File: src/rtl/smb_blkrd_pkg.sv
package smb_blkrd_pkg;
   localparam logic [7:0] CMD_GEN    = 8'hF1;
   localparam logic [7:0] CMD_FIX_LO = 8'hF2;
   localparam logic [7:0] CMD_FIX_HI = 8'hFD;
   localparam logic [7:0] GEN_LEN    = 8'h02;
   localparam logic [7:0] N_MAX      = 8'h20;
   localparam int         NUM_FIX    = int'(CMD_FIX_HI) - int'(CMD_FIX_LO) + 1;

   typedef enum logic [2:0] {
      ST_IDLE, ST_RX, ST_ACK, ST_TX, ST_HACK
   } link_st_e;

   typedef enum logic [2:0] {
      PH_CMD, PH_CNT, PH_ADR, PH_N, PH_DONE
   } frame_ph_e;
endpackage

File: src/rtl/smb_bus_sense.sv
module smb_bus_sense #(
   parameter int SYNC_STAGES = 2
) (
   input  logic clk,
   input  logic rst_n,
   input  logic clk_line,
   input  logic dat_line,
   output logic scl_s,
   output logic sda_s,
   output logic scl_rise,
   output logic scl_fall,
   output logic start_det,
   output logic stop_det
);
   if (SYNC_STAGES < 2) begin : g_bad_sync
      $error("SYNC_STAGES must be at least 2");
   end

   logic [SYNC_STAGES-1:0] scl_sh, sda_sh;
   logic                   scl_p, sda_p;

   always_ff @(posedge clk or negedge rst_n) begin
      if (!rst_n) begin
         scl_sh <= '1;
         sda_sh <= '1;
         scl_p  <= 1'b1;
         sda_p  <= 1'b1;
      end else begin
         scl_sh <= {scl_sh[SYNC_STAGES-2:0], clk_line};
         sda_sh <= {sda_sh[SYNC_STAGES-2:0], dat_line};
         scl_p  <= scl_sh[SYNC_STAGES-1];
         sda_p  <= sda_sh[SYNC_STAGES-1];
      end
   end

   assign scl_s     = scl_sh[SYNC_STAGES-1];
   assign sda_s     = sda_sh[SYNC_STAGES-1];
   assign scl_rise  = scl_s & ~scl_p;
   assign scl_fall  = ~scl_s & scl_p;
   assign start_det = scl_s & scl_p & sda_p & ~sda_s;
   assign stop_det  = scl_s & scl_p & ~sda_p & sda_s;
endmodule

File: src/rtl/smb_fixed_lut.sv
module smb_fixed_lut
   import smb_blkrd_pkg::*;
#(
   parameter logic [NUM_FIX*8-1:0] FIX_START = '0,
   parameter logic [NUM_FIX*8-1:0] FIX_LEN   = {NUM_FIX{8'h01}}
) (
   input  logic [7:0] code,
   output logic       hit,
   output logic [7:0] start,
   output logic [7:0] len
);
   for (genvar k = 0; k < NUM_FIX; k++) begin : g_len_chk
      if (FIX_LEN[k*8+:8] == 8'h00 || FIX_LEN[k*8+:8] > N_MAX) begin : g_bad_len
         $error("fixed-block length out of range 1..20h");
      end
   end

   always_comb begin
      hit   = 1'b0;
      start = '0;
      len   = '0;
      for (int k = 0; k < NUM_FIX; k++) begin
         if (code == CMD_FIX_LO + 8'(k)) begin
            hit   = 1'b1;
            start = FIX_START[k*8+:8];
            len   = FIX_LEN[k*8+:8];
         end
      end
   end
endmodule

File: src/rtl/smb_ptr_unit.sv
module smb_ptr_unit #(
   parameter logic [7:0] MAP_LAST = 8'hBF
) (
   input  logic       clk,
   input  logic       rst_n,
   input  logic       ld_en,
   input  logic [7:0] ld_ptr,
   input  logic [7:0] ld_cnt,
   input  logic       adv,
   input  logic [7:0] reg_rdata,
   output logic [7:0] reg_addr,
   output logic [8:0] ptr_q,
   output logic [7:0] cnt_q,
   output logic [7:0] tx_data
);
   localparam logic [8:0] PTR_SAT = 9'h100;

   logic in_map;

   always_ff @(posedge clk or negedge rst_n) begin
      if (!rst_n) begin
         ptr_q <= '0;
         cnt_q <= 8'h01;
      end else if (ld_en) begin
         ptr_q <= {1'b0, ld_ptr};
         cnt_q <= ld_cnt;
      end else if (adv && ptr_q != PTR_SAT) begin
         ptr_q <= ptr_q + 9'd1;
      end
   end

   if (MAP_LAST == 8'hFF) begin : g_full_map
      assign in_map = ~ptr_q[8];
   end else begin : g_part_map
      assign in_map = (ptr_q <= {1'b0, MAP_LAST});
   end

   assign reg_addr = ptr_q[7:0];
   assign tx_data  = in_map ? reg_rdata : 8'h00;
endmodule

File: src/rtl/smb_link_fsm.sv
module smb_link_fsm
   import smb_blkrd_pkg::*;
#(
   parameter logic [6:0] TGT_ADDR = 7'h2C
) (
   input  logic       clk,
   input  logic       rst_n,
   input  logic       sda_s,
   input  logic       scl_rise,
   input  logic       scl_fall,
   input  logic       start_det,
   input  logic       stop_det,
   input  logic       lut_hit,
   input  logic [7:0] lut_start,
   input  logic [7:0] lut_len,
   input  logic [7:0] cnt_q,
   input  logic [7:0] tx_data,
   output logic [7:0] rx_byte,
   output logic       ld_en,
   output logic [7:0] ld_ptr,
   output logic [7:0] ld_cnt,
   output logic       adv,
   output logic       drive
);
   localparam logic [3:0] BITS = 4'd8;

   link_st_e   st;
   frame_ph_e  ph, ph_nxt;
   logic [3:0] bitn;
   logic [7:0] shreg, stash;
   logic       addr_done, to_tx, first, hack_ok, acc, byte_end;

   assign rx_byte  = shreg;
   assign byte_end = (st == ST_RX) && scl_fall && (bitn == BITS);

   always_comb begin
      acc    = 1'b0;
      ph_nxt = PH_DONE;
      ld_en  = 1'b0;
      ld_ptr = lut_start;
      ld_cnt = lut_len;
      if (byte_end) begin
         if (!addr_done) begin
            acc = (shreg[7:1] == TGT_ADDR);
         end else begin
            case (ph)
               PH_CMD: if (shreg == CMD_GEN) begin
                  acc = 1'b1; ph_nxt = PH_CNT;
               end else if (lut_hit) begin
                  acc = 1'b1; ld_en = 1'b1;
               end
               PH_CNT: if (shreg == GEN_LEN) begin
                  acc = 1'b1; ph_nxt = PH_ADR;
               end
               PH_ADR: begin
                  acc = 1'b1; ph_nxt = PH_N;
               end
               PH_N: if (shreg != 8'h00 && shreg <= N_MAX) begin
                  acc = 1'b1; ld_en = 1'b1; ld_ptr = stash; ld_cnt = shreg;
               end
               default: ;
            endcase
         end
      end
   end

   assign adv = (st == ST_HACK) && scl_rise && !first;

   always_ff @(posedge clk or negedge rst_n) begin
      if (!rst_n) begin
         st        <= ST_IDLE;
         ph        <= PH_DONE;
         bitn      <= '0;
         shreg     <= '0;
         stash     <= '0;
         addr_done <= 1'b0;
         to_tx     <= 1'b0;
         first     <= 1'b0;
         hack_ok   <= 1'b0;
         drive     <= 1'b0;
      end else if (start_det) begin
         st        <= ST_RX;
         bitn      <= '0;
         addr_done <= 1'b0;
         drive     <= 1'b0;
      end else if (stop_det) begin
         st    <= ST_IDLE;
         drive <= 1'b0;
      end else begin
         case (st)
            ST_RX: begin
               if (scl_rise && bitn != BITS) begin
                  shreg <= {shreg[6:0], sda_s};
                  bitn  <= bitn + 4'd1;
               end else if (byte_end) begin
                  st    <= acc ? ST_ACK : ST_IDLE;
                  drive <= acc;
                  if (!addr_done) begin
                     addr_done <= 1'b1;
                     to_tx     <= shreg[0];
                     ph        <= PH_CMD;
                  end else begin
                     ph <= ph_nxt;
                     if (ph == PH_ADR) stash <= shreg;
                  end
               end
            end
            ST_ACK: if (scl_fall) begin
               bitn <= '0;
               if (to_tx) begin
                  shreg <= cnt_q;
                  first <= 1'b1;
                  st    <= ST_TX;
                  drive <= ~cnt_q[7];
               end else begin
                  st    <= ST_RX;
                  drive <= 1'b0;
               end
            end
            ST_TX: if (scl_fall) begin
               if (bitn == BITS - 4'd1) begin
                  st    <= ST_HACK;
                  drive <= 1'b0;
               end else begin
                  shreg <= {shreg[6:0], 1'b0};
                  bitn  <= bitn + 4'd1;
                  drive <= ~shreg[6];
               end
            end
            ST_HACK: begin
               if (scl_rise) begin
                  hack_ok <= ~sda_s;
               end else if (scl_fall) begin
                  if (hack_ok) begin
                     shreg <= tx_data;
                     first <= 1'b0;
                     bitn  <= '0;
                     st    <= ST_TX;
                     drive <= ~tx_data[7];
                  end else begin
                     st <= ST_IDLE;
                  end
               end
            end
            default: ;
         endcase
      end
   end
endmodule

File: src/rtl/smb_blkrd_target.sv
module smb_blkrd_target
   import smb_blkrd_pkg::*;
#(
   parameter logic [6:0]           TGT_ADDR    = 7'h2C,
   parameter logic [7:0]           MAP_LAST    = 8'hBF,
   parameter int                   SYNC_STAGES = 2,
   parameter logic [NUM_FIX*8-1:0] FIX_START   = {8'hF8, 8'hE0, 8'hC0, 8'hA0, 8'h90, 8'h80,
                                                  8'h70, 8'h60, 8'h50, 8'h40, 8'h30, 8'h20},
   parameter logic [NUM_FIX*8-1:0] FIX_LEN     = {8'h08, {10{8'h04}}, 8'h06}
) (
   input  logic       clk,
   input  logic       rst_n,
   input  logic       bus_clk_in,
   input  logic       bus_dat_in,
   output logic       bus_dat_pull,
   output logic [7:0] reg_addr,
   input  logic [7:0] reg_rdata
);
   logic       scl_s, sda_s, scl_rise, scl_fall, start_det, stop_det;
   logic       lut_hit, ld_en, adv;
   logic [7:0] lut_start, lut_len, rx_byte, ld_ptr, ld_cnt, cnt_q, tx_data;
   logic [8:0] ptr_q;

   smb_bus_sense #(.SYNC_STAGES(SYNC_STAGES)) u_sense (
      .clk(clk), .rst_n(rst_n), .clk_line(bus_clk_in), .dat_line(bus_dat_in),
      .scl_s(scl_s), .sda_s(sda_s), .scl_rise(scl_rise), .scl_fall(scl_fall),
      .start_det(start_det), .stop_det(stop_det));

   smb_fixed_lut #(.FIX_START(FIX_START), .FIX_LEN(FIX_LEN)) u_lut (
      .code(rx_byte), .hit(lut_hit), .start(lut_start), .len(lut_len));

   smb_ptr_unit #(.MAP_LAST(MAP_LAST)) u_ptr (
      .clk(clk), .rst_n(rst_n), .ld_en(ld_en), .ld_ptr(ld_ptr), .ld_cnt(ld_cnt),
      .adv(adv), .reg_rdata(reg_rdata), .reg_addr(reg_addr), .ptr_q(ptr_q),
      .cnt_q(cnt_q), .tx_data(tx_data));

   smb_link_fsm #(.TGT_ADDR(TGT_ADDR)) u_fsm (
      .clk(clk), .rst_n(rst_n), .sda_s(sda_s), .scl_rise(scl_rise),
      .scl_fall(scl_fall), .start_det(start_det), .stop_det(stop_det),
      .lut_hit(lut_hit), .lut_start(lut_start), .lut_len(lut_len),
      .cnt_q(cnt_q), .tx_data(tx_data), .rx_byte(rx_byte), .ld_en(ld_en),
      .ld_ptr(ld_ptr), .ld_cnt(ld_cnt), .adv(adv), .drive(bus_dat_pull));
endmodule

File: config.mk
export PLATFORM = sky130hd
export DESIGN_NAME = smb_blkrd_target
export DESIGN_NICKNAME = d
export VERILOG_FILES = /design/src/rtl/smb_blkrd_pkg.sv /design/src/rtl/smb_bus_sense.sv /design/src/rtl/smb_fixed_lut.sv /design/src/rtl/smb_ptr_unit.sv /design/src/rtl/smb_link_fsm.sv /design/src/rtl/smb_blkrd_target.sv
export SDC_FILE = /design/constraint.sdc
export NUM_CORES = 1
export LEC_CHECK = 0
export ABC_CLOCK_PERIOD_IN_PS = 2500
export BUFFER_PORTS_ARGS = -buffer_cell sky130_fd_sc_hd__buf_2
export CORE_UTILIZATION = 29
export CTS_CLUSTER_DIAMETER = 60
export CTS_CLUSTER_SIZE = 16
export DETAILED_ROUTE_END_ITERATION = 8
export PLACE_DENSITY = 0.54
export SLEW_MARGIN = 20
export SYNTH_ARGS = -nofsm -noshare
export SYNTH_HDL_FRONTEND = slang
export SYNTH_HIERARCHICAL = 1
export SYNTH_SLANG_ARGS = --single-unit
File: constraint.sdc
create_clock -name clk -period 2.5 [get_ports clk]
set_input_delay 0.75 -clock clk [delete_from_list [all_inputs] [get_ports clk]]
set_output_delay 0.75 -clock clk [all_outputs]
set_load 0.01 [all_outputs]
# After elaboration in Yosys (flattened, before gate mapping)
# Cells that the tools add are included.
# Widths: inputs -> output; s select.
# totals
output_inout_bits	9
wordCells	233
ff_bits	54
in_bits	12
# op_classes
magnitude_cmp	2
n_bitwise	18
eq_ne	51
n_reduce_logical	27
mux	117
n_addsub	2
# ops
cell	count
$mux 8	23
$eq 8x8->1 const B	13
$mux 3	23
$mux 1	42
$mux 4	10
$pmux 8 s4	1
$mux 7	4
$ne 4x3->1 const B	6
$reduce_and 8->1	3
$mux 9	2
$pmux 4 s4	1
$eq 3x2->1 const B	4
$mux 6	2
$ne 3x2->1 const B	4
$ne 4x4->1 const B	3
$pmux 3 s4	1
$not 1->1	11
$reduce_and 11->1	1
$ne 2x1->1 const B	5
$ne 2x2->1 const B	5
$add 9x1->9 const B	1
$le 9x8->1 const B	1
$ne 3x3->1 const B	3
$ne 9x9->1 const B	1
other kinds (26)	47

# Logic depth before layout (Yosys ltp)
# Gate-level depths: netlist of run 1.
# depth
ltp_word	24
ltp_mapped	11
depth_no_buf	9

# By module
# The synthesis of run 1 kept the hierarchy.
# modules_own_cells
mod	cells_per_inst	area_each_um2	instances	seq_area_each_um2
smb_link_fsm	263	2359.8	1	777.0
smb_ptr_unit	110	1048.5	1	426.7
smb_fixed_lut	33	274.0	1	0.0
smb_bus_sense	10	190.2	1	157.7

# Worst setup path before layout of run 1
# OpenSTA, ideal clock, no wires.
# synth_timing
path_kind	reg-to-reg
from	reg u_fsm.shreg[3], in the netlist u_fsm/rx_byte[3]
to	reg u_ptr.cnt_q[3]
setup_slack_ps	112
path_buffers	3
stages_incl_launch_ff	10
period_less_slack_ps	2388
t_arrival_ps	2264
required_time_ps	2375
setup_ps	125
cell_sequence	dfrtp_1 clkbuf_1 nor3_2 nand3_1 a21oi_1 a31oi_1 nor4_1 buf_2 buf_2 mux2_2
# synth_between
elab_chain_len	18
elab_cells_between_ends	39
cone_classes	order compare: 1; eq/ne: 13; mux: 23; reduce/logical: 2
# synth_lines
element	line_no	source
from (decl)	smb_link_fsm.sv:30	logic [7:0] shreg, stash;
from (signal assigned)	smb_link_fsm.sv:93	shreg <= {shreg[6:0], sda_s};
from (signal assigned)	smb_link_fsm.sv:111	shreg <= cnt_q;
from (signal assigned)	smb_link_fsm.sv:125	shreg <= {shreg[6:0], 1'b0};
$eq 8x8->1	smb_fixed_lut.sv:23	if (code == CMD_FIX_LO + 8'(k)) begin
$mux 1 (12 in series)	smb_fixed_lut.sv:23	
$mux 1	smb_link_fsm.sv:49	end else if (lut_hit) begin
$mux 1	smb_link_fsm.sv:47	PH_CMD: if (shreg == CMD_GEN) begin
$pmux 1 s2 (*)	smb_link_fsm.sv:46	case (ph)
$mux 1 (*)	smb_link_fsm.sv:43	if (!addr_done) begin
$mux 1 (*)	smb_link_fsm.sv:42	if (byte_end) begin
net ld_en	smb_blkrd_target.sv:20	logic lut_hit, ld_en, adv;
to (signal assigned)	smb_ptr_unit.sv:26	cnt_q <= ld_cnt;
to (decl)	smb_ptr_unit.sv:13	output logic [7:0] cnt_q,
# Mark *: on every way through the listed nets, which the timed path passes. The rest lies on a longest branch.
# A chain may end at the register's enable or synchronous reset.

# Worst setup path in the final report of run 1
# layout_timing
from	reg u_sense.scl_sh[1]
to	reg u_fsm.shreg[6], in the netlist u_fsm/rx_byte[6]
# layout_between
elab_cells_between_ends	17
cone_classes	eq/ne: 5; bitwise: 10; reduce/logical: 2
# layout_rtl
element	line_no	source
from (decl)	smb_bus_sense.sv:19	logic [SYNC_STAGES-1:0] scl_sh, sda_sh;
from (signal assigned)	smb_bus_sense.sv:29	scl_sh <= {scl_sh[SYNC_STAGES-2:0], clk_line};
$and 1x1->1 (*)	smb_bus_sense.sv:38	assign scl_rise = scl_s & ~scl_p;
net scl_rise	smb_blkrd_target.sv:19	logic scl_s, sda_s, scl_rise, scl_fall, start_det, stop_det;
$logic_and 1x1->1	smb_link_fsm.sv:92	if (scl_rise && bitn != BITS) begin
$ne 2x2->1 (no line)	-	
$reduce_and 11->1 (no line) (*)	-	
# Marked as above.

==> results of run 1 <==
[logic make-up after synthesis]
| group | count (synthesis) | share of synthesized area, % |
|---|---|---|
| xor+xnor | 3 | 0.679 |
| flops | 54 | 35.2 |
| mux | 41 | 12.6 |
| simple gates | 152 | 24.2 |
| compound gates | 104 | 17.4 |
| other cells | 1 | 0.0968 |
| buf+inv | 57 | 8.63 |
| fa+ha+maj | 4 | 1.29 |
[routing by layer]
metal	part of all wire, %	vias up	global-route usage (%)
li1	-	1537	-
met1	48	1534	19.2
met2	47	70	22.3
met3	4.1	10	2.33
met4	1.4	0	5.13
met5	0	-	0
[report_power, final]
group	switching (mW)	internal (mW)
combinational	0.527	0.457
clock	0.343	0.505
sequential	0.138	0.968
[final timing paths]
check | start | endpoint | slack [ps]
max | u_sense/scl_sh[1] | u_fsm/rx_byte[6] | 150
min | u_sense/sda_sh[0] | u_sense/sda_sh[1] | 360
max reg2reg | u_sense/scl_sh[1] | u_fsm/rx_byte[6] | 150
min reg2reg | u_sense/sda_sh[0] | u_sense/sda_sh[1] | 360
max in group asynchronous | rst_n | u_fsm/drive | 1440
min in group asynchronous | rst_n | u_ptr/cnt_q[4] | 570
[worst max-delay path: stages (launching register included)]
cell and delay [ps]:
dfstp_2 550, nor2b_1 280, nand3_1 140, a21o_1 280, or3_1 590, mux2_4 370
[flip-flops by register name, indices dropped and copies added, names as in the netlist]
register         count
u_fsm/addr_done      1
u_fsm/bitn           4
u_fsm/drive          1
u_fsm/first          1
u_fsm/hack_ok        1
u_fsm/ph             3
u_fsm/rx_byte        8
u_fsm/st             3
u_fsm/stash          8
u_fsm/to_tx          1
u_ptr/cnt_q          8
u_ptr/ptr_q          9
u_sense/scl_p        1
u_sense/scl_sh       2
u_sense/sda_p        1
u_sense/sda_sh       2
[final cells by class]
type | count | area [µm²]
clock buffer | 6 | 139
clock inverter | 2 | 38.8
fill | 1352 | 8460
inverter | 14 | 52.6
multi-input combinational | 312 | 2220
sequential | 54 | 1360
tap | 172 | 215
timing repair buffer | 50 | 338
[repair_timing]
item,CTS,global route
setup endpoints to repair,0,3
hold buffers,0,0
gates resized for setup,0,1
[cell usage after synthesis, types with 4 or more instances]
cell	n	area, µm²
mux2_1	6	67.6
or4_1	5	37.5
a21o_1	4	30.0
mux2_4	8	120
nor2b_1	14	87.6
a21oi_1	43	215
nand2_1	19	71.3
nor2_1	30	113
inv_1	13	48.8
buf_4	20	150
mux2_2	25	282
dfrtp_1	46	1150
buf_6	5	56.3
clkbuf_1	11	41.3
nand2b_1	13	81.3
dfstp_2	8	210
nand3_1	17	85.1
o22ai_1	9	56.3
nor3_1	5	25.0
ha_1	4	50.1
o21ai_0	17	85.1
nand4_1	4	25.0
or3_1	9	56.3
buf_2	6	30.0
==> summary.md, run 1 <==
| Metric | Value |
|---|---|
| WP data arrival | between 2000 and 3000 ps |
| Total clock sinks | 54 |
| Post-Syn Area | roughly 3900 µm² |
| Pwr/cell area | 674 nW/µm² |
| Min Tclk post-route | about 2300 ps |
| TritonCTS clock tree | yes |
| Layout area overhead | 12.6% |
| Final wirelength | 9.32 mm |
| CTS buffer count | 5 |
| PnR Total Power | 2.94 mW |
| Worst min path class | register to register |
| Die Area | 13800 µm² |
| Clk buf depth | 2 |
| Peak VDD IR | 0.325 mV |
| Placer congestion estimate | 0.837 |
| Max-Cap Viols | 0 |
| Status | finished, final reports clean |
| First-pass GRT wire length | between 15 and 20 mm |
| Inst Count DP | around 600 |
| Worst skew pair latency | roughly 300 ps |
| Ys async rst share | 100% |
| Final Setup Violations | 0 |
| Drt pass-1 iters | 6 |
| Detail-routed via count per cell | between 5 and 6 |
| Hold_ws | 358 ps |
| WHS Path Cells | 0 |
| Final Util | 34.0% |
| Worst reg-to-reg path cell count | 5 |
| Crit path capture type | register |
| Setup TNS | 0 ps |
| Syn. warnings | 6 |
| Total GRT Usage | between 10 and 15% |
| Vias in the first global route | 3054 |
| Setup CP Type | register to register |
| Register area share after synthesis | a little over a third |
| DRC violations left | 0 |
| Root Buffer | clkbuf_16 |
| Ant diodes | 0 |
| I/O pin count | 21 |
| Die Width | 118 µm |
| Synth cell types | 74 |
| Initial DRC Count | 139 |
| Commonest non-fill, non-tap cell in the layout | dfrtp_1 |
| Core ar. | between 10000 and 15000 µm² |
| Startpoint Class | register |
| Crit path required time | 2680 ps |
| Tcrit/Tclk final | 93.9% |
| Final clock skew | between 8 and 9 ps |
| Cell Area, Placed | 4180 µm² |
| Detailed-placement wirelength estimate | 6.74 mm |
| EDFF count, synth | 0 |
| Relative slew slack | 52.6% |
| Nets@finish | 453 |
| Setup ws final | between 150 and 200 ps |
| CTS clk-pin slew, worst paths | 70 ps |
| Share of layout cells above drive strength 1 | 27.2% |
| Chip Height | 118 µm |
| Hold Fails Final Rpt | 0 |
| Fin area | around 4400 µm² |
| Htree depth | 2 |
| Num rows | 41 |
| Total number of vias | 3151 |
| Syn avg cell area | 9.31 µm² |
| Highest-count cells in the layout ignoring fill and taps | dfrtp_1 (46), a21oi_1 (43), nor2_1 (30), buf_4 (29), mux2_2 (25) |
| # Post-CTS Setup Buffers | 0 |
| Top_reg_cell synth | dfrtp_1 |
| Wirelength per Cell | 15.3 µm |
| Post-Layout Cell Count | 610 |
| RSZ-0062 raised after global routing | false |
| Post-Syn Instances | approximately 420 |
| Initial core utilization | ~30% |
| Post-place setup slack | 172 ps |
| Crit-path max FO | 8 |
| Fmax | around 430 MHz |
| Gr ovfl total | 0 |
| IO Port Bufs | 20 |
| Worst-Margin Slew | 712 ps |
| Initial antenna violation count | 0 |
| Post-route ant nets | 0 |
| Leak | 1.92 nW |
| Yosys reg bits | 54 |
| Fin. max-slew vios | 0 |
| Largest net degree at the start of global routing | 55 |
No activity file was read; power rests on OpenSTA's default activity.
==> run 2: changes to the inputs <==
- ABC_CLOCK_PERIOD_IN_PS: 2500 -> 2700
- PLACE_DENSITY: 0.54 -> 0.53
- clock period: 2.5 -> 2.7 ns (I/O delays scaled with it)
==> summary.md, run 2 (synthesis gave the netlist of run 1 again) <==
| Metric | Value |
|---|---|
| Status | finished, final reports clean |
| Final Setup Violations | 0 |
| Internal | between 1.5 and 2 mW |
| Worst skew pair latency | 300 ps |
| WP data arrival | 2650 ps |
| Nets@finish | 445 |
| Max-Cap Viols | 0 |
| CTS clk-pin slew, worst paths | approximately 70 ps |
| Final clock skew | 7.18 ps |
| CTS buffer count | 5 |
| Setup CP Type | register to register |
| IO Port Bufs | 20 |
| # Post-CTS Setup Buffers | 0 |
| Wirelength per Cell | about 16 µm |
| Drt pass-1 iters | 6 |
| Fmax | 404 MHz |
| Clk buf depth | 2 |
| Die Width | approximately 120 µm |
| Highest-count cells in the layout ignoring fill and taps | dfrtp_1 (46), a21oi_1 (43), nor2_1 (30), mux2_2 (25), buf_4 (21) |
| Initial antenna violation count | 0 |
| Tcrit/Tclk final | around nine tenths |
| Peak VDD IR | between 0.3 and 0.4 mV |
| Hold Fails Final Rpt | 0 |
| Leak | 1.87 nW |
| Die Area | approximately 14000 µm² |
| First-pass GRT wire length | 15.7 mm |
| Crit-path max FO | 8 |
| Ant diodes | 0 |
| Total GRT Usage | 14.0% |
| Setup TNS | 0 ps |
| Clock power frac | 28.2% |
| Pwr/cell area | about 620 nW/µm² |
| DRC violations left | 0 |
| Chip Height | approximately 120 µm |
| Cell Area, Placed | 4120 µm² |
| Worst-Margin Slew | around 700 ps |
| Worst min path class | register to register |
| Commonest non-fill, non-tap cell in the layout | dfrtp_1 |
| Total number of vias | 3125 |
| Initial core utilization | between 30% and 40% |
| Startpoint Class | register |
| PnR Total Power | 2.64 mW |
| Final wirelength | between 9 and 10 mm |
| Initial DRC Count | between 200 and 250 |
| Crit path required time | between 2000 and 3000 ps |
| Sw frac | a little over a third |
| Max reg flops | 9 |
| Layout area overhead | 10.8% |
| Num rows | 41 |
| Sw power | 917 µW |
| Largest net degree at the start of global routing | 55 |
| Min Tclk post-route | 2470 ps |
| I/O pin count | 21 |
| Relative slew slack | ~53% |
| Root Buffer | clkbuf_16 |
| Register bank with the most flops | u_ptr/ptr_q |
| Core ar. | ~13000 µm² |
| Detailed-placement wirelength estimate | 6.61 mm |
| Gr ovfl total | 0 |
| Total clock sinks | 54 |
| RSZ-0062 raised after global routing | false |
| TritonCTS clock tree | yes |
| Htree depth | 2 |
| Post-CTS Hold Fix Bufs | 0 |
| Placer congestion estimate | 0.836 |
| Share of layout cells above drive strength 1 | 25.6% |
| Resize count post-CTS | 0 |
| Crit path capture type | register |
| Detail-routed via count per cell | roughly 5.2 |
| Post-route ant nets | 0 |
| Seq pwr share | a little under 40% |
| Fin area | 4290 µm² |
| Combinational power share | 32.3% |
| Fin. max-slew vios | 0 |
| Vias in the first global route | 2968 |
## run 2: changes by cell type in the layout (fill, tap and decap cells not counted)
cell	previous run	this run
clkinvlp_4	0	1
clkbuf_8	1	0
buf_4	29	21
clkbuf_1	0	1
inv_6	1	0
## run 2: final timing paths
| kind | startpoint | endpoint | slack, ps | cells past startpoint |
|---|---|---|---|---|
| worst max-delay path | u_ptr/ptr_q[0] | u_fsm/rx_byte[7] | 230 | 7 |
| worst min-delay path | u_sense/scl_sh[0] | u_sense/scl_sh[1] | 360 | 0 |
| worst max register to register | u_ptr/ptr_q[0] | u_fsm/rx_byte[7] | 230 | 7 |
| worst min register to register | u_sense/scl_sh[0] | u_sense/scl_sh[1] | 360 | 0 |
| max in group asynchronous | rst_n | u_ptr/cnt_q[1] | 1590 | 2 |
| min in group asynchronous | rst_n | u_ptr/ptr_q[8] | 650 | 2 |
## run 2: layer usage
| metal | track usage, % | vias to the layer above | share of wire, % |
|---|---|---|---|
| li1 | - | 1520 | - |
| met1 | 19.9 | 1538 | 49 |
| met2 | 21.9 | 59 | 47 |
| met3 | 1.89 | 8 | 2.9 |
| met4 | 4.01 | 0 | 1.3 |
| met5 | 0 | - | 0 |
## run 2: power groups by stage
| stage | combinational, mW | clock [mW] | sequential, mW |
|---|---|---|---|
| after detailed placement | 0.839 | 0 | 1.05 |
| after CTS | 0.843 | 0.772 | 1.04 |
| final | 0.853 | 0.744 | 1.04 |
| after global routing | 0.942 | 0.791 | 1.06 |
| after floorplan | 0.679 | 0 | 1.02 |
| after global placement | 0.835 | 0 | 1.05 |
## run 2: area by class of cell
type / instances / area, µm²
tap: 172 / 215
clock buffer: 6 / 129
inverter: 14 / 52.6
sequential: 54 / 1360
fill: 1390 / 8540
multi-input combinational: 312 / 2220
clock inverter: 2 / 37.5
timing repair buffer: 42 / 278
## run 2: per-stage QoR
step	util (%)	instances	hold slack (ps)	worst slack (ps)
final	33.4	602	357	227
after global routing	33.4	602	362	113
after CTS	33.4	602	362	227
after detailed placement	32.1	594	351	244
after global placement	32.1	594	348	236
after floorplan	-	423	345	312
## run 2: critical path, cell delays in order (launching register included)
cell	delay [ps]
dfrtp_1	450
ha_1	290
o31ai_2	610
a21oi_1	210
or3_1	330
o21ai_0	100
a21oi_1	100
mux2_4	270
